===== src/rtl/busmon_pkg.sv =====
package busmon_pkg;

  typedef enum logic [1:0] {
    BUS_UNKNOWN = 2'd0,
    BUS_IDLE    = 2'd1,
    BUS_OWNER   = 2'd2,
    BUS_BUSY    = 2'd3
  } busState_e;

  // datapath -> control
  typedef struct packed {
    logic sclHigh;
    logic sdaHigh;
    logic startSeen;
    logic stopSeen;
    logic atBoundary;
  } lineEvents_t;

  // control -> datapath
  typedef struct packed {
    logic frameRestart;
  } ctrlStrobes_t;

endpackage


===== src/rtl/busmon_datapath.sv =====
module busmon_datapath
  import busmon_pkg::*;
#(
  parameter int SYNC_STAGES = 2,
  parameter int DATA_BITS   = 8
) (
  input  logic         clk,
  input  logic         rstN,
  input  logic         sclIn,
  input  logic         sdaIn,
  input  ctrlStrobes_t strobes,
  output lineEvents_t  events
);

  localparam int FRAME_LEN = DATA_BITS + 1;
  localparam int POS_W     = $clog2(FRAME_LEN + 1);

  logic [SYNC_STAGES-1:0] sclSync, sdaSync;
  logic sclNow, sdaNow, sclPrev, sdaPrev;
  logic sclRise;
  logic [POS_W-1:0] bitPos;
  logic byteDone;

  assign sclNow = sclSync[SYNC_STAGES-1];
  assign sdaNow = sdaSync[SYNC_STAGES-1];

  // Lines reset to released so no edge appears when reset lifts.
  always_ff @(posedge clk or negedge rstN) begin
    if (!rstN) begin
      sclSync <= '1;
      sdaSync <= '1;
      sclPrev <= 1'b1;
      sdaPrev <= 1'b1;
    end else begin
      sclSync[0] <= sclIn;
      sdaSync[0] <= sdaIn;
      for (int i = 1; i < SYNC_STAGES; i++) begin
        sclSync[i] <= sclSync[i-1];
        sdaSync[i] <= sdaSync[i-1];
      end
      sclPrev <= sclNow;
      sdaPrev <= sdaNow;
    end
  end

  assign sclRise = sclNow && !sclPrev;

  // Position of the current SCL pulse inside a nine-pulse frame.
  always_ff @(posedge clk or negedge rstN) begin
    if (!rstN) begin
      bitPos   <= '0;
      byteDone <= 1'b0;
    end else if (strobes.frameRestart) begin
      bitPos   <= '0;
      byteDone <= 1'b0;
    end else if (sclRise) begin
      if (bitPos == POS_W'(FRAME_LEN)) bitPos <= POS_W'(1);
      else                             bitPos <= bitPos + 1'b1;
      if (bitPos == POS_W'(FRAME_LEN - 1)) byteDone <= 1'b1;
    end
  end

  always_comb begin
    events.sclHigh    = sclNow;
    events.sdaHigh    = sdaNow;
    events.startSeen  = sclNow && sclPrev && sdaPrev && !sdaNow;
    events.stopSeen   = sclNow && sclPrev && !sdaPrev && sdaNow;
    events.atBoundary = byteDone && (bitPos == POS_W'(1));
  end


  restart_clears_pos_chk: assert property (@(posedge clk) disable iff (!rstN)
    strobes.frameRestart |=> (bitPos == '0 && !byteDone));


  pos_range_chk: assert property (@(posedge clk) disable iff (!rstN)
    bitPos <= POS_W'(FRAME_LEN));

endmodule


===== src/rtl/busmon_control.sv =====
module busmon_control
  import busmon_pkg::*;
(
  input  logic         clk,
  input  logic         rstN,
  input  logic         enable,
  input  logic         hostStart,
  input  logic         hostActive,
  input  logic         hostSdaOut,
  input  logic         forceWrite,
  input  logic [1:0]   forceValue,
  input  lineEvents_t  events,
  output ctrlStrobes_t strobes,
  output busState_e    stateQ,
  output logic         busErrorQ,
  output logic         arbLostQ
);

  logic forceIdle, arbCond, arbCondQ, arbEvt, errEvt, frameOpen;
  busState_e stateD;

  assign forceIdle = enable && forceWrite && (forceValue == BUS_IDLE);
  assign arbCond   = enable && (hostStart || hostActive) && hostSdaOut
                     && events.sclHigh && !events.sdaHigh;
  assign arbEvt    = arbCond && !arbCondQ;
  assign errEvt    = enable && frameOpen && (events.startSeen || events.stopSeen)
                     && !events.atBoundary;

  assign strobes.frameRestart = events.startSeen;

  always_comb begin
    stateD = stateQ;
    if (!enable)                stateD = BUS_UNKNOWN;
    else if (forceIdle)         stateD = BUS_IDLE;
    else if (arbEvt)            stateD = BUS_BUSY;
    else if (events.stopSeen)   stateD = BUS_IDLE;
    else if (events.startSeen)  stateD = hostStart ? BUS_OWNER : BUS_BUSY;
  end

  always_ff @(posedge clk or negedge rstN) begin
    if (!rstN) begin
      stateQ    <= BUS_UNKNOWN;
      frameOpen <= 1'b0;
      arbCondQ  <= 1'b0;
      busErrorQ <= 1'b0;
      arbLostQ  <= 1'b0;
    end else begin
      stateQ    <= stateD;
      arbCondQ  <= arbCond;
      busErrorQ <= errEvt;
      arbLostQ  <= arbEvt;
      if (!enable || forceIdle || events.stopSeen) frameOpen <= 1'b0;
      else if (events.startSeen)                   frameOpen <= 1'b1;
    end
  end


  disabled_quiet_chk: assert property (@(posedge clk) disable iff (!rstN)
    !enable |=> (stateQ == BUS_UNKNOWN && !busErrorQ && !arbLostQ));


  arb_single_pulse_chk: assert property (@(posedge clk) disable iff (!rstN)
    arbLostQ |=> !arbLostQ);


  arb_to_busy_chk: assert property (@(posedge clk) disable iff (!rstN)
    arbLostQ |-> (stateQ == BUS_BUSY || $past(forceIdle)));


  force_idle_chk: assert property (@(posedge clk) disable iff (!rstN)
    forceIdle |=> stateQ == BUS_IDLE);


  stop_idle_chk: assert property (@(posedge clk) disable iff (!rstN)
    (events.stopSeen && enable && !forceIdle && !arbEvt) |=> stateQ == BUS_IDLE);

endmodule


===== src/rtl/i2c_bus_monitor.sv =====
module i2c_bus_monitor
  import busmon_pkg::*;
#(
  parameter int SYNC_STAGES = 2,
  parameter int DATA_BITS   = 8
) (
  input  logic       clk,
  input  logic       rstN,
  input  logic       enable,
  input  logic       sclIn,
  input  logic       sdaIn,
  input  logic       hostStart,
  input  logic       hostActive,
  input  logic       hostSdaOut,
  input  logic       forceWrite,
  input  logic [1:0] forceValue,
  output logic [1:0] busState,
  output logic       busError,
  output logic       arbLost
);

  lineEvents_t  lineEvents;
  ctrlStrobes_t ctrlStrobes;
  busState_e    stateQ;

  busmon_datapath #(
    .SYNC_STAGES(SYNC_STAGES),
    .DATA_BITS  (DATA_BITS)
  ) uDatapath (
    .clk    (clk),
    .rstN   (rstN),
    .sclIn  (sclIn),
    .sdaIn  (sdaIn),
    .strobes(ctrlStrobes),
    .events (lineEvents)
  );

  busmon_control uControl (
    .clk       (clk),
    .rstN      (rstN),
    .enable    (enable),
    .hostStart (hostStart),
    .hostActive(hostActive),
    .hostSdaOut(hostSdaOut),
    .forceWrite(forceWrite),
    .forceValue(forceValue),
    .events    (lineEvents),
    .strobes   (ctrlStrobes),
    .stateQ    (stateQ),
    .busErrorQ (busError),
    .arbLostQ  (arbLost)
  );

  assign busState = stateQ;

endmodule


===== config.mk =====
export PLATFORM = sky130hd
export DESIGN_NAME = i2c_bus_monitor
export DESIGN_NICKNAME = d
export VERILOG_FILES = /design/src/rtl/busmon_pkg.sv /design/src/rtl/busmon_datapath.sv /design/src/rtl/busmon_control.sv /design/src/rtl/i2c_bus_monitor.sv
export SDC_FILE = /design/constraint.sdc
export NUM_CORES = 1
export LEC_CHECK = 0
export ABC_AREA = 1
export BUFFER_PORTS_ARGS = -buffer_cell sky130_fd_sc_hd__buf_2
export CORE_MARGIN = 2
export CORE_UTILIZATION = 51
export CTS_CLUSTER_SIZE = 28
export DETAILED_ROUTE_END_ITERATION = 8
export GPL_TIMING_DRIVEN = 0
export HOLD_SLACK_MARGIN = 0.02
export PLACE_DENSITY = 0.81
export SLEW_MARGIN = 20
export SYNTH_ARGS = -nofsm -noshare
export SYNTH_HDL_FRONTEND = slang
export SYNTH_HIERARCHICAL = 1
export SYNTH_SLANG_ARGS = --single-unit

===== constraint.sdc =====
create_clock -name clk -period 1.8 [get_ports clk]
set_input_delay 0.09 -clock clk [delete_from_list [all_inputs] [get_ports clk]]
set_output_delay 0.09 -clock clk [all_outputs]
set_load 0.1 [all_outputs]

==> reports/qor.txt, run 1 <==
status = completed
Fillers = 119
Adder-Cell Fraction of Synth Area = 0%
Worst-Margin Slew = 485.8 ps
Startpoint Class = register
# resized after CTS = 0
global-route wire length before repair = 2208 µm
largest area contributor in the netlist = dfrtp_1
Worst Hold Class = primary input to register
CP required = 1980 ps
reg-to-reg critical path endpoint = uDatapath/bitPos[1]
initial antenna violation count = 0
Worst Hold Endpoint = uControl/arbCondQ
Ports = 15
predominant post-synthesis flop cell = dfrtp_1
CP top delay family = simple AND/OR/NAND/NOR gates
clk slew on worst S/H paths = 100 ps
wirelength, routed = 1352 µm
Residual DRC = 0
final estimated routing congestion in global placement = 0.6984
Crit. End Element = register
Fin Setup TNS = 0 ps
Final Setup Violations = 0
largest net degree at the start of global routing = 18
worst clock skew = 6.153 ps
grt met3 use = 2.553%
GRT overflow = 0
area occupied by multi-input gates = 270.3 µm²
Max-cap violations = 0
number of synthesized register bits = 17
Syn-to-layout area delta = 18.88%
Port Buffers = 14
most used cell, CP = nand2_1
Slew Viols, Final = 0
Yosys warnings = 6
sequential element share of the synthesized area = 55.36%
complex-gate fraction of the synthesized area = 6.080%
post-synthesis xor/xnor area fraction = 0%
clk sinks = 17
mux cell area share after synthesis = 0%
maximum VDD drop = 482.3 µV
vias per inst = 4.863
ratio of cells with drive above 1 in the final layout = 28.70%
Placed Instance Area = 872.1 µm²
Final Hold Fails = 0
Post-Syn Instances = 94
gr usage total = 15.51%
Post-CTS Setup Repair Bufs = 0
fin util = 63.18%
CTS root buffer = clkbuf_4
Max stage delay on crit path = 580 ps
hold path cells = 3
Mapped Avg Cell Area = 8.319 µm²
Max H-tree Level = 1
# rows = 14
Avg WL per Cell = 10.32 µm
total number of vias = 637
R2R Setup Slk = 340 ps
Synth top area share = 35.20%
CTS max path bufs = 2
Slew headroom = 67.84%
global routing usage on met1 = 20.39%
start point of the worst hold path = hostSdaOut
fmax = 682.8 MHz
largest family of logic cells by synthesized area = simple AND/OR/NAND/NOR gates
vias in the first global route = 565
die area = 0.001862 mm²
Post-synth top cells = nand2_1, inv_1, dfrtp_1, nor2_1, nand3_1
number of enable flip-flop cells after synthesis = 0
antenna cell count = 0
asr flop ratio synth = 100.0%
reg2reg path depth = 8
DRT Pass-1 Iters = 5
DP HPWL = 954.7 µm
CP cell instances = nand2_1 -> nor2_1 -> buf_4 -> inv_1 -> nand3_1 -> nor2_2 -> nand2_1 -> nand2_1
CTS tree = yes
RSZ-0062 raised after global routing = false
R2R Path Start = uDatapath/sclSync[1]
Synth Net Count = 105
CP max FO = 5
clk_lat worst skew = 280 ps
worst slack at placement = 348.2 ps
Buf/Inv on CP = 2
NumNets Final = 127
Chip Height = 43.16 µm
Storage cell area = 432.9 µm²
most common cell in the netlist = nand2_1
Pwr Total = 870.8 µW
leakage power = 0.5024 nW
period utilization = 81.37%
1st-iter DRT viols = 14
arrival time at the worst endpoint = 1640 ps
Initial Util = 53.15%
total CTS buffers = 3
Die Wd = 43.16 µm
remaining antenna violation count = 0
crit path max-delay cell type = dfstp_2
fin crit period = 1465 ps
met2 Use GR = 26.57%
post-synthesis simple-gate area fraction = 28.48%
Synth Cell Area = 782.0 µm²
Setup Crit Path Kind = register to register
busiest grt layer = met2
min setup slack post-route = 335.3 ps
Area contributors post-synth = dfrtp_1, dfstp_2, nand2_1, inv_1, nor2_1
hold bufs inserted after CTS = 3
core area = 0.001471 mm²
pwr/cell area = 936.7 mW/mm²
Yosys cell types = 20
Final Cell Area = 929.6 µm²
==> power by group <==
part / switching [mW] / internal (mW)
Sequential: 0.0510 / 0.434
Clock: 0.113 / 0.0823
Combinational: 0.121 / 0.0697
Total: 0.285 / 0.586
==> sequential cells by signal, indices dropped and copies added (netlist names) <==
| signal | flops |
|---|---|
| uDatapath/bitPos | 4 |
| uControl/stateQ | 2 |
| uDatapath/sclSync | 2 |
| uDatapath/sdaSync | 2 |
| uControl/arbCondQ | 1 |
| uControl/arbLostQ | 1 |
| uControl/busErrorQ | 1 |
| uControl/frameOpen | 1 |
| uDatapath/byteDone | 1 |
| uDatapath/sclPrev | 1 |
| uDatapath/sdaPrev | 1 |
==> worst reg2reg max path, delay by kind of cell (launching register included) <==
kind	cells	cell delay [ps]
AND/OR/NAND/NOR	6	580
flip-flops	1	580
buffers and inverters	2	210
==> metrics by stage <==
step	hold slack, ps	cells
finish	41.52	131
global route	66.53	131
CTS	36.68	131
global placement	16.90	124
floorplan	-205.6	94
detailed placement	21.04	124
==> layer usage <==
layer / share of wire, % / vias to the layer above
li1: - / 331
met3: 3.0 / 2
met2: 48 / 16
met5: 0 / -
met1: 48 / 288
met4: 0.44 / 0
==> final cells by class <==
cell class	instances	share of cell area (%)
timing repair buffer	17	10.77
clock buffer	3	2.423
multi-input combinational	59	29.07
sequential	17	46.57
clock inverter	1	0.5384
tap	16	2.153
buffer	3	2.423
inverter	15	6.057
==> placed cells by master, fill, tap and decap left out <==
master,n
nand3_2,1
a21oi_2,1
buf_2,14
inv_2,1
o21ai_0,3
dfrtp_1,11
nor2_1,11
nor3_1,1
inv_1,14
o22ai_1,1
nor4_1,2
dfstp_2,6
dlygate4sd3_1,3
o21bai_1,1
nand2_1,25
nor2_2,2
clkinv_2,1
nand3_1,7
buf_4,3
o21ai_1,1
clkbuf_4,3
nand4_1,1
or2_2,1
a21oi_1,1
==> worst max path at each step <==
stage,end,cells past startpoint,start,slack (ps)
4_1_cts,uDatapath/bitPos[1],8,uDatapath/sclSync[1],330
2_1_floorplan,uControl/stateQ[0],8,uDatapath/sdaSync[1],470
3_3_place_gp,uDatapath/bitPos[1],8,uDatapath/sclSync[1],380
3_5_place_dp,uDatapath/bitPos[1],8,uDatapath/sclSync[1],350
6_report,uDatapath/bitPos[1],8,uDatapath/sclSync[1],340
5_1_grt,uDatapath/bitPos[1],8,uDatapath/sclSync[1],160
==> cells by family (layout without fill, tap and decap cells) <==
family	after synthesis	after routing
AO/OA/AOI/OAI	8	8
buffers and inverters	18	39
AND/OR/NAND/NOR	51	51
flip-flops	17	17
Power figures use the tool's default switching activity.
==> inputs of run 2 (changes only) <==
--- a/config.mk
+++ b/config.mk
@@ -8,12 +8,12 @@
 export ABC_AREA = 1
 export BUFFER_PORTS_ARGS = -buffer_cell sky130_fd_sc_hd__buf_2
 export CORE_MARGIN = 2
-export CORE_UTILIZATION = 51
+export CORE_UTILIZATION = 46
 export CTS_CLUSTER_SIZE = 28
 export DETAILED_ROUTE_END_ITERATION = 8
 export GPL_TIMING_DRIVEN = 0
 export HOLD_SLACK_MARGIN = 0.02
-export PLACE_DENSITY = 0.81
+export PLACE_DENSITY = 0.78
 export SLEW_MARGIN = 20
 export SYNTH_ARGS = -nofsm -noshare
 export SYNTH_HDL_FRONTEND = slang
==> constraint.sdc (replaced) <==
create_clock -name clk -period 1.3 [get_ports clk]
set_input_delay 0.065 -clock clk [delete_from_list [all_inputs] [get_ports clk]]
set_output_delay 0.065 -clock clk [all_outputs]
set_load 0.1 [all_outputs]
==> run 2 against run 1 <==
  * Die area is 9.8% higher
  * Non-clock buffer count up 6
  * Final area rose by 14%
  * Worst setup slack worse by 330 ps
  * Clock skew fell by 5.4 ps
  * Routed wire length increased by 22%
  * Clock power rose by 41%
  * Clock-buffer cell count is 1 higher
  * Largest power group unchanged
  * Fmax increased by 13%
  * Final cell count is 4.6% higher
==> reports/qor.txt, run 2 (synthesized netlist as in run 1, its figures left out) <==
DP HPWL = 997.7 µm (was 954.7 µm)
maximum VDD drop = 681.6 µV (was 482.3 µV)
max FFs per register = 4 (unchanged)
Final Hold Fails = 0 (unchanged)
commonest non-fill, non-tap cell in the layout = nand2_1 (unchanged)
CP required = 1490 ps (was 1980 ps)
arrival time at the worst endpoint = 1480 ps (was 1640 ps)
Fillers = 123 (was 119)
Initial Util = 50.73% (was 53.15%)
wire length on met3 = 51 µm (was 41 µm)
GRT overflow = 0 (unchanged)
remaining antenna violation count = 0 (unchanged)
worst slack at placement = -105.3 ps (was 348.2 ps)
Worst-Margin Slew = 482.7 ps (was 485.8 ps)
# rows = 14 (unchanged)
global-route wire length before repair = 2463 µm (was 2208 µm)
period utilization = 99.70% (was 81.37%)
max layer used = met4 (unchanged)
Final Setup Violations = 0 (unchanged)
core area = 0.001541 mm² (was 0.001471 mm²)
final estimated routing congestion in global placement = 0.8253 (was 0.6984)
vias per inst = 5.109 (was 4.863)
fin crit period = 1296 ps (was 1465 ps)
gr usage total = 17.53% (was 15.51%)
total number of vias = 700 (was 637)
DRT Pass-1 Iters = 4 (was 5)
Max-cap violations = 0 (unchanged)
ratio of cells with drive above 1 in the final layout = 41.32% (was 28.70%)
Fin Setup TNS = 0 ps (unchanged)
clk sinks = 17 (unchanged)
met2 WL post-DR = 875 µm (was 652 µm)
fmax = 771.6 MHz (was 682.8 MHz)
Startpoint Class = register (unchanged)
Max H-tree Level = 1 (unchanged)
Met1 Wirelength = 705 µm (was 651 µm)
largest register by flop count = uDatapath/bitPos (unchanged)
clk_lat worst skew = 280 ps (about the same)
Setup Crit Path Kind = register to register (unchanged)
worst clock skew = 0.7971 ps (was 6.153 ps)
die area = 0.002046 mm² (was 0.001862 mm²)
largest net degree at the start of global routing = 18 (unchanged)
Port Buffers = 14 (unchanged)
total CTS buffers = 3 (unchanged)
CP max FO = 3 (was 5)
Syn-to-layout area delta = 35.84% (was 18.88%)
NumNets Final = 133 (was 127)
Crit. End Element = register (unchanged)
initial antenna violation count = 0 (unchanged)
leakage power = 0.5459 nW (was 0.5024 nW)
CTS max path bufs = 2 (unchanged)
Residual DRC = 0 (unchanged)
wirelength, routed = 1646 µm (was 1352 µm)
RSZ-0062 raised after global routing = true (was false)
Slew headroom = 68.04% (was 67.84%)
pwr/cell area = 1188 mW/mm² (was 936.7 mW/mm²)
Die Wd = 45.23 µm (was 43.16 µm)
Slew Viols, Final = 0 (unchanged)
Worst Hold Class = primary input to register (unchanged)
Avg WL per Cell = 12.01 µm (was 10.32 µm)
vias in the first global route = 617 (was 565)
R2R Setup Slk = 4 ps (was 340 ps)
Chip Height = 45.23 µm (was 43.16 µm)
fin util = 68.91% (was 63.18%)
Ports = 15 (unchanged)
1st-iter DRT viols = 14 (unchanged)
CTS root buffer = clkbuf_4 (unchanged)
clk slew on worst S/H paths = 90 ps (was 100 ps)
antenna cell count = 0 (unchanged)
most frequent cells in the layout = nand2_1, buf_2, inv_1, dfrtp_1, nor2_1 (was nand2_1, buf_2, inv_1, nor2_1, dfrtp_1)
status = completed (unchanged)
min setup slack post-route = 3.957 ps (was 335.3 ps)
CTS tree = yes (unchanged)
## run 2: cell types whose count changed in the layout (fill, tap and decap cells not counted), moves of 2 or more
cell,before,now
buf_4,3,8
nand2_1,25,20
nand2_2,0,4
nor2_4,0,4
inv_1,14,12
nand3_1,7,5
nand3_4,0,2
nor2_1,11,9
nor2_2,2,0
## run 2: through the flow
step	std cells	hold WS, ps	total power [mW]	cell area (µm²)
6_report	137	35.07	1.262	1062
2_1_floorplan	94	-230.6	0.8663	787.0
3_5_place_dp	124	-3.005	0.9399	877.1
4_1_cts	134	20.40	1.240	968.4
5_1_grt	137	24.95	1.356	1062
3_3_place_gp	124	-7.208	0.9272	877.1
## run 2: critical path, stage by stage (launching register included)
cell and delay, ps:
dfstp_2 560, inv_2 50, nand2_2 70, nor2_4 40, or2_4 240, nor2_4 90, nand2_2 60, nand3_2 50
nand2_1 40
## run 2: power breakdown
part,internal [mW],switching [mW]
registers,0.601,0.0720
clock network,0.119,0.156
logic,0.116,0.198
## run 2: worst paths after layout
path                                 startpoint                   end  cells past startpoint
setup / recovery           uDatapath/sdaSync[1]    uControl/stateQ[0]                      8
hold / removal                       hostSdaOut     uControl/arbCondQ                      3
setup reg to reg           uDatapath/sdaSync[1]    uControl/stateQ[0]                      8
hold reg to reg            uDatapath/sclSync[0]  uDatapath/sclSync[1]                      0
max in group asynchronous                  rstN  uDatapath/sdaSync[0]                      2
min in group asynchronous                  rstN    uControl/stateQ[0]                      2
## run 2: layout make-up
class                      instances  area (µm²)  area share [%]
tap                               16       20.02           1.885
buffer                             3       26.28           2.473
timing repair buffer              23       145.1           13.66
clock buffer                       4       26.28           2.473
sequential                        17       432.9           40.75
inverter                          15       58.81           5.536
multi-input combinational         59       352.8           33.22
## run 2: per-layer routing
metal	vias up	GRT usage, %
met5	-	0
met4	0	8.824
met3	2	6.000
met2	14	29.43
met1	339	19.64
li1	345	-
## run 2: repair_timing
action,4_1_cts,5_1_grt
setup buffers,3,3
hold buffers,3,0
setup endpoints to repair,5,7
pin swaps,3,6
gates resized for setup,5,16
hold endpoints to repair,19,0
==> inputs of run 3 (changes only) <==
--- a/config.mk
+++ b/config.mk
@@ -5,15 +5,14 @@
 export SDC_FILE = /design/constraint.sdc
 export NUM_CORES = 1
 export LEC_CHECK = 0
-export ABC_AREA = 1
 export BUFFER_PORTS_ARGS = -buffer_cell sky130_fd_sc_hd__buf_2
 export CORE_MARGIN = 2
-export CORE_UTILIZATION = 46
+export CORE_UTILIZATION = 45
 export CTS_CLUSTER_SIZE = 28
 export DETAILED_ROUTE_END_ITERATION = 8
 export GPL_TIMING_DRIVEN = 0
 export HOLD_SLACK_MARGIN = 0.02
-export PLACE_DENSITY = 0.78
+export PLACE_DENSITY = 0.77
 export SLEW_MARGIN = 20
 export SYNTH_ARGS = -nofsm -noshare
 export SYNTH_HDL_FRONTEND = slang
==> run 3 against run 2 <==
  * The run now ends with negative setup slack left
  * Power down 1.3%
  * Register-to-register slack worse by 110 ps
  * Sequential power up 4.3%
  * Final area down 12%
  * Sequential share of layout area up 5.4 points
  * Global-route usage down 2.2 points
  * Worst setup slack worse by 110 ps
  * Critical path type unchanged
  * Largest power group unchanged
  * Highest routed layer unchanged
==> reports/qor.txt, run 3 <==
Yosys warnings = 6 (unchanged)
# rows = 14 (unchanged)
wirelength, routed = 1341 µm (was 1646 µm)
reg2reg path depth = 4 (was 8)
Residual DRC = 0 (unchanged)
vias in the first global route = 504 (was 617)
fin crit period = 1407 ps (was 1296 ps)
Die Wd = 43.85 µm (was 45.23 µm)
Max H-tree Level = 1 (unchanged)
max FFs per register = 4 (unchanged)
Yosys cell types = 25 (was 20)
start point of the worst hold path = enable (was hostSdaOut)
1st-iter DRT viols = 7 (was 14)
total number of vias = 547 (was 700)
Pwr Total = 1.246 mW (was 1.262 mW)
Cells after DPL = 91 (was 124)
reg-to-reg critical path endpoint = uControl/stateQ[0] (unchanged)
Synth Cell Area = 714.4 µm² (was 782.0 µm²)
fmax = 710.9 MHz (was 771.6 MHz)
Psw = 399.4 µW (was 426.3 µW)
worst clock skew = 7.073 ps (was 0.7971 ps)
worst hold slack = 25.26 ps (was 35.07 ps)
global-route wire length before repair = 2056 µm (was 2463 µm)
hold path cells = 2 (was 3)
NumNets Final = 100 (was 133)
maximum VDD drop = 812.6 µV (was 681.6 µV)
clock share of power = 21.9% (was 21.8%)
most frequent cells in the layout = buf_2, dfrtp_1, nor2_1, buf_4, dfstp_2 (was nand2_1, buf_2, inv_1, dfrtp_1, nor2_1)
CP max FO = 5 (was 3)
gr usage total = 15.36% (was 17.53%)
Slew headroom = 67.95% (was 68.04%)
CTS max path bufs = 2 (unchanged)
largest register by flop count = uDatapath/bitPos (unchanged)
CTS root buffer = clkbuf_4 (unchanged)
ratio of cells with drive above 1 in the final layout = 44.32% (was 41.32%)
most common cell in the netlist = dfrtp_1 (was nand2_1)
arrival time at the worst endpoint = 1590 ps (was 1480 ps)
DRT Pass-1 Iters = 4 (unchanged)
DP HPWL = 826.1 µm (was 997.7 µm)
Net Sw Frac = 32.06% (was 33.77%)
commonest non-fill, non-tap cell in the layout = buf_2 (was nand2_1)
Chip Height = 43.85 µm (was 45.23 µm)
Synth Net Count = 72 (was 105)
Worst-Margin Slew = 484.1 ps (was 482.7 ps)
core area = 0.001489 mm² (was 0.001541 mm²)
sequential element share of the synthesized area = 60.60% (was 55.36%)
remaining antenna violation count = 0 (unchanged)
Initial Util = 47.98% (was 50.73%)
Fillers = 115 (was 123)
Syn-to-layout area delta = 31.17% (was 35.84%)
die area = 0.001922 mm² (was 0.002046 mm²)
largest net degree at the start of global routing = 18 (unchanged)
vias per inst = 5.260 (was 5.109)
final std cells w/o fill = 104 (was 137)
Avg WL per Cell = 12.89 µm (was 12.01 µm)
Max-cap violations = 0 (unchanged)
asr flop ratio synth = 100.0% (unchanged)
final estimated routing congestion in global placement = 0.6995 (was 0.8253)
total CTS buffers = 3 (unchanged)
RSZ-0062 raised after global routing = true (unchanged)
Post-synth top cells = dfrtp_1, nor2_1, dfstp_2 (was nand2_1, inv_1, dfrtp_1, nor2_1, nand3_1)
R2R Path Start = uDatapath/sclSync[1] (was uDatapath/sdaSync[1])
Synth top area share = 38.53% (was 35.20%)
Post-Syn Instances = 61 (was 94)
clk_lat worst skew = 290 ps (was 280 ps)
clk slew on worst S/H paths = 100 ps (was 90 ps)
Slew Viols, Final = 0 (unchanged)
P_int = 846.3 µW (was 836.0 µW)
Worst Hold Class = primary input to register (unchanged)
Setup Crit Path Kind = register to register (unchanged)
pwr/cell area = 1329 mW/mm² (was 1188 mW/mm²)
R2R Setup Slk = -110 ps (was 4 ps)
number of enable flip-flop cells after synthesis = 0 (unchanged)
Final Setup Violations = 9 (was 0)
Area contributors post-synth = dfrtp_1, dfstp_2, nor2_1, buf_4, nor3b_1 (was dfrtp_1, dfstp_2, nand2_1, inv_1, nor2_1)
Port Buffers = 14 (unchanged)
number of synthesized register bits = 17 (unchanged)
Ports = 15 (unchanged)
Final Hold Fails = 0 (unchanged)
failing checks = negative setup slack
Crit. End Element = register (unchanged)
fin util = 62.94% (was 68.91%)
Mapped Avg Cell Area = 11.71 µm² (was 8.319 µm²)
GRT overflow = 0 (unchanged)
status = finished with violations (was completed)
CP required = 1480 ps (was 1490 ps)
CTS tree = yes (unchanged)
predominant post-synthesis flop cell = dfrtp_1 (unchanged)
antenna cell count = 0 (unchanged)
clk sinks = 17 (unchanged)
Reg power frac = 56.4% (was 53.3%)
period utilization = 108.2% (was 99.70%)
min setup slack post-route = -106.6 ps (was 3.957 ps)
Startpoint Class = register (unchanged)
initial antenna violation count = 0 (unchanged)
Worst Hold Endpoint = uControl/stateQ[0] (was uControl/arbCondQ)
leakage power = 0.4577 nW (was 0.5459 nW)
Logic pwr share = 21.7% (was 24.9%)
largest area contributor in the netlist = dfrtp_1 (unchanged)
==> run 3: cell types whose count changed in the layout (fill, tap and decap cells not counted), moves of 2 or more <==
| cell | delta |
|---|---|
| o21ai_0 | -2 |
| nand3_4 | -2 |
| nand3_1 | -5 |
| nor2_4 | -4 |
| a21oi_1 | +2 |
| nand2_2 | -4 |
| nor4_1 | -2 |
| inv_1 | -11 |
| nor3_1 | +3 |
| nand2_1 | -18 |
| a31oi_1 | +2 |
| inv_2 | -2 |
| nand3b_1 | +2 |
==> run 3: through the flow <==
step                cell area [µm²]  setup TNS [ps]  worst slack [ps]
global placement              818.3          -731.4            -203.1
floorplan                     728.2          -148.4            -109.1
finish                        937.1          -526.6            -106.6
detailed placement            818.3          -937.0            -231.8
global route                  937.1           -1361            -227.0
CTS                           910.9          -601.5            -121.4
==> run 3: routing by layer <==
metal | share of wire [%] | GRT usage (%) | vias to the layer above
met2 | 50 | 25.59 | 12
li1 | - | - | 268
met5 | 0 | 0 | -
met4 | 1.3 | 7.273 | 0
met3 | 4.4 | 7.500 | 2
met1 | 44 | 16.13 | 265
==> run 3: kinds of logic after synthesis <==
family / share of synthesized area, %
and+or+nand+nor: 25.04
DFF: 60.59
xor gates and xnor gates: 1.226
buffers and inverters: 3.677
AOI/OAI and AO/OA: 9.456
==> run 3: area by class of cell <==
cell class | count | area (µm²) | share of cell area [%]
buffer | 3 | 22.52 | 2.403
clock buffer | 3 | 22.52 | 2.403
clock inverter | 1 | 5.005 | 0.5340
inverter | 1 | 3.754 | 0.4005
multi-input combinational | 40 | 282.8 | 30.17
sequential | 17 | 432.9 | 46.19
tap | 16 | 20.02 | 2.136
timing repair buffer | 23 | 147.6 | 15.75
==> run 3: repair_timing <==
action                                  4_1_cts  5_1_grt
hold endpoints to repair                     20        0
endpoints found under the setup margin        9        9
pin swaps                                     1        1
hold buffers                                  4        0
resized for setup                             2        1
setup buffers                                 2        3
==> run 3: worst max-delay path by stage <==
stage | start | end | slack (ps) | depth (start not counted)
global route | uDatapath/sclSync[1] | uControl/stateQ[0] | -230 | 4
CTS | uDatapath/sclSync[1] | uControl/stateQ[0] | -120 | 4
detailed placement | uDatapath/sclSync[1] | uControl/stateQ[0] | -230 | 4
floorplan | uDatapath/sclSync[1] | uControl/stateQ[0] | -110 | 4
global placement | uDatapath/sclSync[1] | uControl/stateQ[0] | -200 | 4
finish | uDatapath/sclSync[1] | uControl/stateQ[0] | -110 | 4
==> run 3: worst max-delay path: stages (launching register included) <==
cell     delay (ps)
dfstp_2         610
nand2_4          70
nor3b_4         220
a21oi_1         100
o41a_1          300
==> run 3: power by group through the flow <==
| stage | Sequential [mW] | Clock, mW | Combinational [mW] |
|---|---|---|---|
| after global placement | 0.693 | 0 | 0.222 |
| after CTS | 0.693 | 0.285 | 0.247 |
| final | 0.702 | 0.273 | 0.271 |
| after floorplan | 0.718 | 0 | 0.140 |
| after detailed placement | 0.701 | 0 | 0.232 |
| after global routing | 0.713 | 0.309 | 0.300 |
